`src/rtl/fac_pkg.sv`:
```
package fac_pkg;
    typedef enum logic [1:0] {
        RS_IDLE,
        RS_HIT,
        RS_FILL,
        RS_EVICT
    } res_state_e;
endpackage

```
`src/rtl/fac_match.sv`:
```
module fac_match #(
    parameter int AW      = 8,
    parameter int ENTRIES = 4
) (
    input  logic [ENTRIES-1:0][AW-1:0] tags,
    input  logic [ENTRIES-1:0]         valid,
    input  logic [AW-1:0]              addr,
    output logic [ENTRIES-1:0]         match
);
    for (genvar g = 0; g < ENTRIES; g++) begin : g_cmp
        assign match[g] = valid[g] && (tags[g] == addr);
    end
endmodule

```
`src/rtl/fac_order.sv`:
```
// Rank per entry: 0 = most recently touched, ENTRIES-1 = next victim.
module fac_order #(
    parameter int ENTRIES = 4,
    parameter int RW      = $clog2(ENTRIES)
) (
    input  logic          clk,
    input  logic          rst_n,
    input  logic          touch,
    input  logic [RW-1:0] touch_idx,
    output logic [RW-1:0] oldest_idx
);
    localparam logic [RW-1:0] LAST_RANK = RW'(ENTRIES - 1);

    logic [ENTRIES-1:0][RW-1:0] rank_q;

    for (genvar g = 0; g < ENTRIES; g++) begin : g_rank
        always_ff @(posedge clk) begin
            if (!rst_n) begin
                rank_q[g] <= RW'(g);
            end else if (touch) begin
                if (touch_idx == RW'(g)) begin
                    rank_q[g] <= '0;
                end else if (rank_q[g] < rank_q[touch_idx]) begin
                    rank_q[g] <= rank_q[g] + 1'b1;
                end
            end
        end
    end

    always_comb begin
        oldest_idx = '0;
        for (int i = 0; i < ENTRIES; i++) begin
            if (rank_q[i] == LAST_RANK) oldest_idx = RW'(i);
        end
    end
endmodule

```
`src/rtl/fac_counters.sv`:
```
module fac_counters #(
    parameter int CW = 16
) (
    input  logic          clk,
    input  logic          rst_n,
    input  logic          inc_hit,
    input  logic          inc_miss,
    output logic [CW-1:0] hit_count,
    output logic [CW-1:0] miss_count
);
    always_ff @(posedge clk) begin
        if (!rst_n) begin
            hit_count  <= '0;
            miss_count <= '0;
        end else begin
            if (inc_hit)  hit_count  <= hit_count + 1'b1;
            if (inc_miss) miss_count <= miss_count + 1'b1;
        end
    end
endmodule

```
`src/rtl/fac_cache.sv`:
```
module fac_cache #(
    parameter int AW      = 8,
    parameter int ENTRIES = 4,
    parameter int CW      = 16
) (
    input  logic          clk,
    input  logic          rst_n,
    input  logic          acc_valid,
    input  logic [AW-1:0] acc_addr,
    input  logic          lru_mode,
    output logic          res_valid,
    output logic          res_hit,
    output logic          res_evict,
    output logic [CW-1:0] hit_count,
    output logic [CW-1:0] miss_count
);
    import fac_pkg::*;

    localparam int RW = (ENTRIES > 1) ? $clog2(ENTRIES) : 1;

    logic [ENTRIES-1:0][AW-1:0] tag_q;
    logic [ENTRIES-1:0]         valid_q;
    logic [ENTRIES-1:0]         match_vec;
    logic [RW-1:0]              hit_idx;
    logic [RW-1:0]              free_idx;
    logic [RW-1:0]              oldest_idx;
    logic [RW-1:0]              ins_idx;
    logic                       any_hit;
    logic                       store_full;
    logic                       touch;
    res_state_e                 state_q, state_d;

    fac_match #(.AW(AW), .ENTRIES(ENTRIES)) u_match (
        .tags (tag_q),
        .valid(valid_q),
        .addr (acc_addr),
        .match(match_vec)
    );

    assign any_hit    = |match_vec;
    assign store_full = &valid_q;

    always_comb begin
        hit_idx  = '0;
        free_idx = '0;
        for (int i = ENTRIES - 1; i >= 0; i--) begin
            if (match_vec[i]) hit_idx  = RW'(i);
            if (!valid_q[i])  free_idx = RW'(i);
        end
    end

    assign ins_idx = store_full ? oldest_idx : free_idx;
    assign touch   = acc_valid && (!any_hit || lru_mode);

    fac_order #(.ENTRIES(ENTRIES), .RW(RW)) u_order (
        .clk       (clk),
        .rst_n     (rst_n),
        .touch     (touch),
        .touch_idx (any_hit ? hit_idx : ins_idx),
        .oldest_idx(oldest_idx)
    );

    always_ff @(posedge clk) begin
        if (!rst_n) begin
            valid_q <= '0;
            tag_q   <= '0;
        end else if (acc_valid && !any_hit) begin
            valid_q[ins_idx] <= 1'b1;
            tag_q[ins_idx]   <= acc_addr;
        end
    end

    always_comb begin
        if (!acc_valid)      state_d = RS_IDLE;
        else if (any_hit)    state_d = RS_HIT;
        else if (store_full) state_d = RS_EVICT;
        else                 state_d = RS_FILL;
    end

    always_ff @(posedge clk) begin
        if (!rst_n) state_q <= RS_IDLE;
        else        state_q <= state_d;
    end

    always_comb begin
        res_valid = 1'b0;
        res_hit   = 1'b0;
        res_evict = 1'b0;
        unique case (state_q)
            RS_IDLE:  ;
            RS_HIT:   begin res_valid = 1'b1; res_hit = 1'b1; end
            RS_FILL:  res_valid = 1'b1;
            RS_EVICT: begin res_valid = 1'b1; res_evict = 1'b1; end
        endcase
    end

    fac_counters #(.CW(CW)) u_cnt (
        .clk       (clk),
        .rst_n     (rst_n),
        .inc_hit   (state_d == RS_HIT),
        .inc_miss  (state_d == RS_FILL || state_d == RS_EVICT),
        .hit_count (hit_count),
        .miss_count(miss_count)
    );
endmodule

```
`config.mk`:
```
export PLATFORM = sky130hd
export DESIGN_NAME = fac_cache
export DESIGN_NICKNAME = d
export VERILOG_FILES = /design/src/rtl/fac_pkg.sv /design/src/rtl/fac_match.sv /design/src/rtl/fac_order.sv /design/src/rtl/fac_counters.sv /design/src/rtl/fac_cache.sv
export SDC_FILE = /design/constraint.sdc
export NUM_CORES = 1
export LEC_CHECK = 0
export BUFFER_PORTS_ARGS = -buffer_cell sky130_fd_sc_hd__buf_2
export CORE_MARGIN = 3
export CORE_UTILIZATION = 35
export CTS_CLUSTER_DIAMETER = 30
export CTS_CLUSTER_SIZE = 12
export DETAILED_ROUTE_END_ITERATION = 10
export PLACE_DENSITY = 0.63
export RECOVER_POWER = 50
export SLEW_MARGIN = 30
export SYNTH_ARGS = -nofsm -noshare
export SYNTH_HDL_FRONTEND = slang
export SYNTH_SLANG_ARGS = --single-unit
```
`constraint.sdc`:
```
create_clock -name clk -period 3.2 [get_ports clk]
set_input_delay 0.16 -clock clk [delete_from_list [all_inputs] [get_ports clk]]
set_output_delay 0.16 -clock clk [all_outputs]
set_load 0.01 [all_outputs]
```
; Yosys cells after proc, flatten, opt, wreduce, memory -nomap -nowiden
; Index checks and enable logic that the tools add are counted.
[totals]
wordCells = 98
reg_bits = 78
[op_classes]
reduce_logical = 22
n_eq_ne = 16
add_sub_neg = 6
n_mux = 34
bitwise_logic = 1
order_cmp = 7
[ops]
columns = cell, count
row1 = $mux 2, 23
row2 = $add 16x1->16 const B, 2
row3 = $bwmux 32, 1
row4 = $eq 8x8->1, 4
row5 = $eq 2x2->1 const B, 9
row6 = $demux 8 s2, 1
row7 = $add 2x1->2 const B, 4
row8 = $lt 2x2->1, 4
row9 = $mux 8, 1
row10 = $reduce_and 2->1, 4
row11 = $reduce_bool 2->1, 4
row12 = $logic_and 1x1->1, 7
row13 = $eq 2x1->1 const B, 3
row14 = $lt 2x3->1 const B, 2
row15 = $mux 1, 6
row16 = $bmux 2 s2, 1
row17 = $or 4x4->4, 1
row18 = $reduce_and 4->1, 1
row19 = $reduce_or 4->1, 1
row20 = $reduce_or 3->1, 1
row21 = $demux 1 s2, 1
row22 = $ge 2x1->1 const B, 1
row23 = $logic_not 2->1, 1
row24 = $logic_or 1x1->1, 2
row25 = $logic_not 1->1, 1

; Longest topological paths before layout
; Gate-level depths: netlist of the first run.
[logic_depth]
depth_word = 12
depth_mapped = 12
mapped_depth_nobuf = 10

; Cells and area by module
; Synthesis of the first run repeated with hierarchy kept, for this count alone.
[unflattened]
cells_unflattened = 453
area_unflattened_um2 = 4150.2
[by_module_without_submodules]
columns = mod, area_per_inst_um2, cells_per_inst, instances
row1 = fac_cache, 1534.0, 150, 1
row2 = fac_counters, 1460.2, 165, 1
row3 = fac_order, 685.7, 82, 1
row4 = fac_match, 470.5, 56, 1

; Least setup slack after synthesis of the first run
; OpenSTA, ideal clock, no wires.
[synth_path]
path_kind = reg2reg
start = reg u_order.rank_q[3] in the netlist's numbering
end = reg u_order.rank_q[6] in the netlist's numbering
path_slack_ns = 0.827
path_stages_with_launch = 11
path_buffers = 0
synth_period_minus_slack_ns = 2.373
t_arrival_ns = 2.316
setup_time_ns = 0.058
cell_sequence = dfxtp_1 -> ha_1 -> nor2b_1 -> o311ai_1 -> nand2b_1 -> o31a_1 -> o32ai_1 -> a221oi_2 -> maj3_1 -> o41ai_1 -> a21o_1
[synth_via]
elab_chain_len = 11
elab_cells_between_ends = 13
[synth_lines]
columns = item, line_no
row1 = "start, declared", fac_order.sv:14  ; logic [ENTRIES-1:0][RW-1:0] rank_q;
row2 = "start signal, assigned by index", fac_order.sv:19  ; rank_q[g] <= RW'(g);
row3 = "start signal, assigned by index", fac_order.sv:24  ; rank_q[g] <= rank_q[g] + 1'b1;
row4 = $eq 2x2->1, fac_order.sv:33  ; if (rank_q[i] == LAST_RANK) oldest_idx = RW'(i);
row5 = $mux 1, fac_order.sv:33
row6 = $mux 2 (2 in a row), fac_order.sv:33
row7 = $mux 2, fac_cache.sv:52  ; assign ins_idx = store_full ? oldest_idx : free_idx;
row8 = $mux 2, fac_cache.sv:59  ; .touch_idx (any_hit ? hit_idx : ins_idx),
row9 = $bmux 2 s2, fac_order.sv:23  ; end else if (rank_q[g] < rank_q[touch_idx]) begin
row10 = $mux 2 (implied by the code), fac_order.sv:23
row11 = $lt 2x2->1, fac_order.sv:23
row12 = $reduce_bool 2->1 (no line), --
row13 = $reduce_and 2->1 (no line), --
; Parallel ways exist; a longest one is shown, timed or not. The select of a mux whose other input is x is not followed.
; A chain may end at the register's enable or synchronous reset.

; Worst setup path after layout of the first run
[layout_path]
start = reg tag_q[11] in the netlist's numbering
end = reg tag_q[19] in the netlist's numbering
[layout_via]
elab_chain_len = 5
[layout_lines]
columns = item, line_no
row1 = "start, declared", fac_cache.sv:21  ; logic [ENTRIES-1:0][AW-1:0] tag_q;
row2 = "start signal, assigned by index", fac_cache.sv:69  ; tag_q[ins_idx] <= acc_addr;
row3 = $eq 8x8->1, fac_match.sv:11  ; assign match[g] = valid[g] && (tags[g] == addr);
row4 = $logic_and 1x1->1, fac_match.sv:11
row5 = $reduce_or 4->1, fac_cache.sv:40  ; assign any_hit = |match_vec;
row6 = $logic_not 1->1, fac_cache.sv:67  ; end else if (acc_valid && !any_hit) begin
row7 = $logic_and 1x1->1, fac_cache.sv:67
; No other way between the ends.

==> run metrics, run 1 <==
Max Freq=356 MHz; vias per cell=5.00; synthesized flop and latch total=78; DP Wirelength=5950 um; TritonCTS Buffers=9; synth-to-layout area growth=14.4%; PortBufs=46; Most used DFF post-synth=dfxtp_1; Crit. End Element=flip-flop; total global-route track usage=13.3%; post-synth top area cell=dfxtp_1; antenna violations before repair=0; post-synth top area share=39.3%; CTS tree=done; vias in the first global route=2933; Resized Gates After CTS=0; net count after synthesis=444; Antenna Cells=0; minimum clock period=2.81 ns; Root Driver=clkbuf_16; H-tree depth=3; Seq/Total Area, Yosys=39.3%; EDFF count, synth=0; RSZ-0062 raised after global routing=false; synthesized area=3980 sq um; worst min path class=input pin to flip-flop; crit path DAT=3.02 ns; die area=12700 sq um; Hold WS=0.102 ns; Avg Inst Size Synth=9.31 sq um; overall power=2.26 mW; Setup crit start kind=flip-flop; share of cells above drive strength 1=8.32%; Final nets=481; ys async rst share=0%; Vias=3048; Critical Path RT=3.42 ns; Post-Synthesis Cells=427; number of setup buffers added after CTS=0; YS warnings=0; count of cell types in the netlist=48; Setup WS post-layout=0.394 ns; filler cell count=1130; outcome=completed; Final GP Congestion=0.843; overall die width=113 um; crit share post-route=87.7%; Initial Util=36.2%; Final Slew Violations=0; first-pass GRT wire length=14000 um; Max Cap Violations=0; CORE AREA=11000 sq um; CTS clk-pin slew, worst paths=0.06 ns; total gr overflow=0; CTS Hold Bufs=0; Clock Skews=0.00876 ns; num ports=47; Crit Path Class=flip-flop to flip-flop; Die H=113 um; placement-stage cell area=4290 sq um; Max Fanout on Critical Path=11; Final Util=41.4%; worst skew pair latency=0.33 ns; Remaining DRCs=0; clk buf depth=2; Slew HR=58.1%; Pleak=1.76 nW; Max IR drop VDD=0.287 mV; Area contributors post-synth=dfxtp_1, xnor2_1, mux2i_1, nor2b_1, and2_1; Initial DRT Pass Iterations=4; setup TNS=0 ns; drt total wl=8310 um; drt first-iter violations=202; largest net degree at the start of global routing=54; PwrDens=497 nW/um^2; Routed wire per std cell=13.7 um; Setup WS pre-CTS=0.422 ns; final setup fails=0; Slew @ Worst Pin=0.626 ns; clk sinks=78; Rows=38; final hold viol count=0; cell area after layout=4550 sq um; ANT nets after route=0; fin cells=609; DP Cell Count=593
-- cells by family after synthesis --
family | count (synthesis) | share of synthesized area (%)
flops | 78 | 39.3
simple gates | 160 | 23.2
mux | 34 | 8.56
fa+ha+maj | 7 | 2.08
compound gates | 56 | 10.2
buf+inv | 34 | 3.90
xor+xnor | 58 | 12.8
-- report_power, final --
| part | internal [mW] | total, mW | switching (mW) |
|---|---|---|---|
| combinational | 0.0786 | 0.178 | 0.0993 |
| clock | 0.681 | 1.07 | 0.390 |
| sequential | 0.993 | 1.01 | 0.0217 |
| total | 1.75 | 2.26 | 0.511 |
-- flip-flops by register name, summed over array words and instances, names as in the netlist --
register          flops
tag_q                32
u_cnt.hit_count      16
u_cnt.miss_count     16
u_order.rank_q        8
valid_q               4
state_q               2
-- layout by cell type (no fill, tap or decap), types with 8 or more instances in the layout --
cell type,instances
nor2_1,10
buf_2,12
and2_1,19
o21ai_0,15
nand2_1,20
and2_0,8
xnor2_1,44
clkbuf_16,9
and3_1,10
nand4_1,14
nand3_1,16
dfxtp_1,78
a21oi_1,8
mux2i_1,34
clkbuf_1,35
nor2b_1,37
xor2_1,14
inv_1,11
-- metal layers --
layer	global-route usage (%)	wire (um)	vias up	part of all wire, %
met5	0	0	-	0
met4	5.13	143	0	1.7
met3	4.04	426	9	5.1
met2	21.2	3650	73	44
met1	17.0	4100	1413	49
li1	-	-	1553	-
-- cell type report --
type	count	area [sq um]	share of cell area, %
multi-input combinational	315	2250	49.4
clock buffer	10	229	5.03
sequential	78	1560	34.3
inverter	11	41.3	0.908
tap	140	175	3.85
timing repair buffer	49	210	4.62
clock inverter	6	86.3	1.90
-- synthesized netlist by cell type (2+ instances only) --
| master | count |
|---|---|
| and2_1 | 27 |
| inv_1 | 11 |
| a31oi_1 | 2 |
| o32ai_1 | 2 |
| nor2b_1 | 37 |
| ha_1 | 5 |
| nand2b_1 | 3 |
| a21oi_1 | 8 |
| nor2_1 | 10 |
| a221oi_2 | 2 |
| and3_1 | 10 |
| xnor2_1 | 44 |
| xor2_1 | 14 |
| o21ai_0 | 15 |
| clkbuf_1 | 9 |
| a222oi_1 | 2 |
| nand4_1 | 13 |
| o31ai_1 | 3 |
| o41ai_1 | 3 |
| maj3_1 | 2 |
| a21boi_0 | 7 |
| a41oi_2 | 2 |
| or2_2 | 2 |
| buf_2 | 10 |
| nand3_1 | 16 |
| or3_1 | 7 |
| nand2_1 | 20 |
| nor3_1 | 7 |
| mux2i_1 | 34 |
| o21ai_1 | 2 |
| buf_4 | 4 |
| dfxtp_1 | 78 |
-- critical path, cell delays in order (launching register included) --
cell	delay [ns]
dfxtp_1	0.32
xor2_1	0.14
nor4_1	0.36
nand4_1	0.32
and4_1	0.33
and2_1	0.34
nand3_1	0.55
mux2i_1	0.26
nor2b_1	0.06
-- worst paths after layout --
| check | start | endpoint | slack, ns | cells after the start |
|---|---|---|---|---|
| worst max-delay path | tag_q[11]$_SDFFE_PN0P_ | tag_q[19]$_SDFFE_PN0P_ | 0.39 | 8 |
| worst min-delay path | acc_valid | state_q[0]$_SDFF_PN0_ | 0.10 | 3 |
| worst max register to register | tag_q[11]$_SDFFE_PN0P_ | tag_q[19]$_SDFFE_PN0P_ | 0.39 | 8 |
| worst min register to register | u_cnt.miss_count[14]$_SDFFE_PN0P_ | u_cnt.miss_count[14]$_SDFFE_PN0P_ | 0.52 | 2 |
Note: power is estimated with default switching activity, not from simulation.
==> run 2: changes to the inputs <==
- CTS_BUF_LIST: unset -> sky130_fd_sc_hd__clkbuf_4 sky130_fd_sc_hd__clkbuf_8
==> run metrics, run 2 (synthesis results as in run 1) <==
Top Registers=tag_q x32, u_cnt.hit_count x16, u_cnt.miss_count x16 (unchanged); CTS tree=done (unchanged); max reg flops=32 (unchanged); H-tree depth=3 (unchanged); Setup crit start kind=flip-flop (unchanged); Rows=38 (unchanged); crit path launch=tag_q[12]$_SDFFE_PN0P_ (was tag_q[11]$_SDFFE_PN0P_); Initial Util=36.2% (unchanged); ANT nets after route=0 (unchanged); drt total wl=8260 um (was 8310 um); final hold viol count=0 (unchanged); hold_sp=acc_valid (unchanged); Setup WS post-layout=0.419 ns (was 0.394 ns); first-pass GRT wire length=14000 um (about the same); largest net degree at the start of global routing=54 (unchanged); Routed wire per std cell=13.6 um (was 13.7 um); FF-to-FF Start=tag_q[12]$_SDFFE_PN0P_ (was tag_q[11]$_SDFFE_PN0P_); critical path's largest stage delay=0.58 ns (was 0.55 ns); num ports=47 (unchanged); minimum clock period=2.78 ns (was 2.81 ns); Remaining DRCs=0 (unchanged); DP Cell Count=593 (unchanged); outcome=completed (unchanged); Setup WS pre-CTS=0.422 ns (unchanged); Largest Register=tag_q (unchanged); total gr overflow=0 (unchanged); Crit Path Class=flip-flop to flip-flop (unchanged); overall die width=113 um (unchanged); crit path DAT=3.02 ns (about the same); Pleak=1.72 nW (was 1.76 nW); setup TNS=0 ns (unchanged); number of setup buffers added after CTS=0 (unchanged); antenna violations before repair=0 (unchanged); Vias=3024 (was 3048); Die H=113 um (unchanged); Slew @ Worst Pin=0.643 ns (was 0.626 ns); Max Freq=360 MHz (was 356 MHz); Final Slew Violations=0 (unchanged); Final nets=481 (unchanged); final setup fails=0 (unchanged); worst min path class=input pin to flip-flop (unchanged); Initial DRT Pass Iterations=4 (unchanged); Root Driver=clkbuf_8 (was clkbuf_16); clk buf depth=2 (unchanged); TritonCTS Buffers=9 (unchanged); vias per cell=4.97 (was 5.00); Crit. End Element=flip-flop (unchanged); die area=12700 sq um (unchanged); CTS Hold Bufs=0 (unchanged); vias in the first global route=2917 (was 2933); RSZ-0062 raised after global routing=false (unchanged); crit share post-route=86.9% (was 87.7%); CORE AREA=11000 sq um (unchanged); commonest non-fill, non-tap cell in the layout=dfxtp_1 (unchanged); CTS clk-pin slew, worst paths=0.08 ns (was 0.06 ns); synth-to-layout area growth=12.1% (was 14.4%); DP Wirelength=5950 um (unchanged); Hold WS=0.0797 ns (was 0.102 ns); Critical Path RT=3.44 ns (was 3.42 ns); Final GP Congestion=0.843 (unchanged); drt first-iter violations=184 (was 202); worst path cell trace=xor2_1, nor3_1, nand4_1, and4_1, and2_1, nand3_1, mux2i_1, nor2b_1 (was xor2_1, nor4_1, nand4_1, and4_1, and2_1, nand3_1, mux2i_1, nor2b_1); most frequent cells in the layout=dfxtp_1, xnor2_1, nor2b_1 (unchanged); Max IR drop VDD=0.342 mV (was 0.287 mV); PortBufs=46 (unchanged); share of cells above drive strength 1=8.74% (was 8.32%); slowest CP cell=nand3_1 (unchanged); Antenna Cells=0 (unchanged); PwrDens=447 nW/um^2 (was 497 nW/um^2); fin cells=609 (unchanged); Max Cap Violations=0 (unchanged); Resized Gates After CTS=0 (unchanged); Clock Skews=0.0106 ns (was 0.00876 ns); Final Util=40.6% (was 41.4%); total global-route track usage=13.3% (about the same); Slew HR=57.0% (was 58.1%); clk sinks=78 (unchanged); worst skew pair latency=0.35 ns (was 0.33 ns); Max Fanout on Critical Path=11 (unchanged)
==> run 2: cell count changes in the layout (fill, tap and decap cells not counted) <==
cell and change:
nor4_1 -1, clkbuf_4 +1, clkbuf_16 -9, clkbuf_1 -1
clkbuf_8 +9, nor4_2 +1
==> run 2: critical path, delay by kind of cell, from the launching register on <==
kind / cells / cell delay (ns)
simple gates: 6 / 1.79
xor+xnor: 1 / 0.18
flops: 1 / 0.35
mux: 1 / 0.32
==> run 2: metal layers <==
| metal | vias up | track usage, % | wire (um) |
|---|---|---|---|
| met2 | 73 | 21.1 | 3580 |
| li1 | 1548 | - | - |
| met4 | 0 | 5.05 | 135 |
| met3 | 8 | 3.67 | 482 |
| met5 | - | 0 | 0 |
| met1 | 1395 | 17.3 | 4060 |
==> run 2: report_power, final <==
group / internal (mW) / total [mW] / switching (mW)
clock: 0.446 / 0.800 / 0.353
combinational: 0.0788 / 0.179 / 0.0998
sequential: 0.991 / 1.01 / 0.0217
==> run 2: final cells by class <==
| type | instances | area (sq um) |
|---|---|---|
| Sequential cell | 78 | 1560 |
| Timing Repair Buffer | 49 | 210 |
| Multi-Input combinational cell | 315 | 2250 |
| Inverter | 11 | 41.3 |
| Clock buffer | 10 | 131 |
| Tap cell | 140 | 175 |
| Fill cell | 1134 | 6530 |
| Clock inverter | 6 | 86.3 |
==> run 2: final timing paths <==
| kind | endpoint | slack [ns] | cells after the start |
|---|---|---|---|
| max | tag_q[19]$_SDFFE_PN0P_ | 0.42 | 8 |
| min | state_q[0]$_SDFF_PN0_ | 0.08 | 3 |
| max reg2reg | tag_q[19]$_SDFFE_PN0P_ | 0.42 | 8 |
| min reg2reg | u_cnt.miss_count[14]$_SDFFE_PN0P_ | 0.52 | 2 |
==> run 2: stage by stage <==
stage / instance area (sq um) / total power [mW]
after floorplan: 3980 / 1.18
after global placement: 4290 / 1.21
after detailed placement: 4290 / 1.22
after CTS: 4510 / 2.02
after global routing: 4460 / 2.08
final: 4460 / 1.99
==> run 3: changes to the inputs <==
- GPL_TIMING_DRIVEN: unset -> 0
==> run metrics, run 3 (synthesis results as in run 1) <==
outcome=completed (unchanged); Initial DRT Pass Iterations=4 (unchanged); Max Cap Violations=0 (unchanged); Crit. End Element=flip-flop (unchanged); commonest non-fill, non-tap cell in the layout=dfxtp_1 (unchanged); setup TNS=0 ns (unchanged); worst skew pair latency=0.35 ns (about the same); Register Area=1560 sq um (unchanged); Root Driver=clkbuf_8 (unchanged); CTS tree=done (unchanged); RSZ-0062 raised after global routing=false (unchanged); most frequent cells in the layout=dfxtp_1, clkbuf_1, xnor2_1 (was dfxtp_1, xnor2_1, nor2b_1); vias in the first global route=3018 (was 2917); Final nets=492 (was 481); antenna violations before repair=0 (unchanged); Top Registers=tag_q x32, u_cnt.hit_count x16, u_cnt.miss_count x16 (unchanged); DP Wirelength=6300 um (was 5950 um); drt first-iter violations=144 (was 184); final setup fails=0 (unchanged); worst min path class=input pin to flip-flop (unchanged); PwrDens=417 nW/um^2 (was 447 nW/um^2); fin cells=619 (was 609); Rows=38 (unchanged); Crit Path Class=flip-flop to flip-flop (unchanged); CTS Hold Bufs=0 (unchanged); Crit path buffers/inverters=0 (unchanged); overall power=1.86 mW (was 1.99 mW); hold_sp=acc_valid (unchanged); clk buf depth=2 (unchanged); die area=12700 sq um (unchanged); crit share post-route=90.5% (was 86.9%); Routed wire per std cell=14.0 um (was 13.6 um); share of cells above drive strength 1=8.35% (was 8.74%); TritonCTS Buffers=9 (unchanged); crit path DAT=3.14 ns (was 3.02 ns); Multi-input gate area=2260 sq um (was 2250 sq um); Hold WS=0.0655 ns (was 0.0797 ns); vias per cell=5.03 (was 4.97); first-pass GRT wire length=14200 um (was 14000 um); Setup crit start kind=flip-flop (unchanged); Antenna Cells=0 (unchanged); clk sinks=78 (unchanged); Remaining DRCs=0 (unchanged); Max Fanout on Critical Path=7 (was 11); number of setup buffers added after CTS=0 (unchanged); PortBufs=37 (was 46); Largest Register=tag_q (unchanged); largest net degree at the start of global routing=13 (was 54); Critical Path RT=3.45 ns (was 3.44 ns); max reg flops=32 (unchanged); Vias=3114 (was 3024); CORE AREA=11000 sq um (unchanged); worst path cell trace=ha_1, nor2b_1, o31ai_1, a21oi_1, o211ai_1, nor2_2, a222oi_1, maj3_1, o21ai_1, a21bo_1 (was xor2_1, nor3_1, nand4_1, and4_1, and2_1, nand3_1, mux2i_1, nor2b_1); minimum clock period=2.89 ns (was 2.78 ns); Die H=113 um (unchanged); filler cell count=1127 (was 1134); Slew @ Worst Pin=0.663 ns (was 0.643 ns); critical path's largest stage delay=0.66 ns (was 0.58 ns); Max Freq=345 MHz (was 360 MHz); DP Cell Count=604 (was 593); drt total wl=8640 um (was 8260 um); Clock Skews=0.0102 ns (was 0.0106 ns); num ports=47 (unchanged); Final GP Congestion=0.828 (was 0.843); total gr overflow=0 (unchanged); CTS clk-pin slew, worst paths=0.08 ns (about the same); Slew HR=55.8% (was 57.0%); Resized Gates After CTS=0 (unchanged); FF-to-FF Start=u_order.rank_q[4]$_SDFFE_PN0P_ (was tag_q[12]$_SDFFE_PN0P_); Max IR drop VDD=0.383 mV (was 0.342 mV); slowest CP cell=a222oi_1 (was nand3_1); CP top delay family=compound AO/OA/AOI/OAI gates (was simple AND/OR/NAND/NOR gates); Final Slew Violations=0 (unchanged); Pleak=1.72 nW (about the same); overall die width=113 um (unchanged); total global-route track usage=13.7% (was 13.3%); crit path launch=u_order.rank_q[4]$_SDFFE_PN0P_ (was tag_q[12]$_SDFFE_PN0P_); final hold viol count=0 (unchanged); H-tree depth=3 (unchanged); ANT nets after route=0 (unchanged); Initial Util=36.2% (unchanged); synth-to-layout area growth=12.3% (was 12.1%)
[run 3: worst reg2reg max path, cell delays in order (launching register included)]
cell and delay (ns):
dfxtp_1 0.48, ha_1 0.24, nor2b_1 0.07, o31ai_1 0.31, a21oi_1 0.13, o211ai_1 0.21
nor2_2 0.12, a222oi_1 0.66, maj3_1 0.31, o21ai_1 0.06, a21bo_1 0.20
[run 3: routing by layer]
metal | GRT usage, % | share of wire (%)
met1 | 17.0 | 48
met2 | 22.8 | 45
met3 | 3.83 | 6.1
met4 | 4.73 | 1.3
met5 | 0 | 0
[run 3: area by class of cell]
class,instances,area share [%]
buffer,23,2.50
clock buffer,11,3.39
clock inverter,4,0.505
inverter,11,0.925
multi-input combinational,315,50.6
sequential,78,35.0
tap,140,3.92
timing repair buffer,37,3.17
[run 3: metrics by stage]
stage / cell area, sq um / util, % / setup WS [ns]
2_1_floorplan: 3980 / - / 0.827
3_3_place_gp: 4340 / 39.5 / 0.543
3_5_place_dp: 4340 / 39.5 / 0.484
4_1_cts: 4510 / 41.1 / 0.430
5_1_grt: 4460 / 40.6 / 0.105
6_report: 4460 / 40.6 / 0.305
[run 3: worst paths after layout]
check | slack [ns] | depth (start not counted) | end
setup reg to reg | 0.31 | 10 | u_order.rank_q[2]$_SDFFE_PN1P_
hold / removal | 0.07 | 3 | state_q[0]$_SDFF_PN0_
hold reg to reg | 0.51 | 2 | u_cnt.miss_count[14]$_SDFFE_PN0P_
setup / recovery | 0.31 | 10 | u_order.rank_q[2]$_SDFFE_PN1P_
[run 3: report_power, final]
part           leakage (nW)  switching (mW)  internal (mW)  total [mW]
Sequential            0.632          0.0177          0.991        1.01
Clock                0.0910           0.348          0.316       0.664
Combinational         0.994           0.107         0.0817       0.189
Total                  1.72           0.473           1.39        1.86
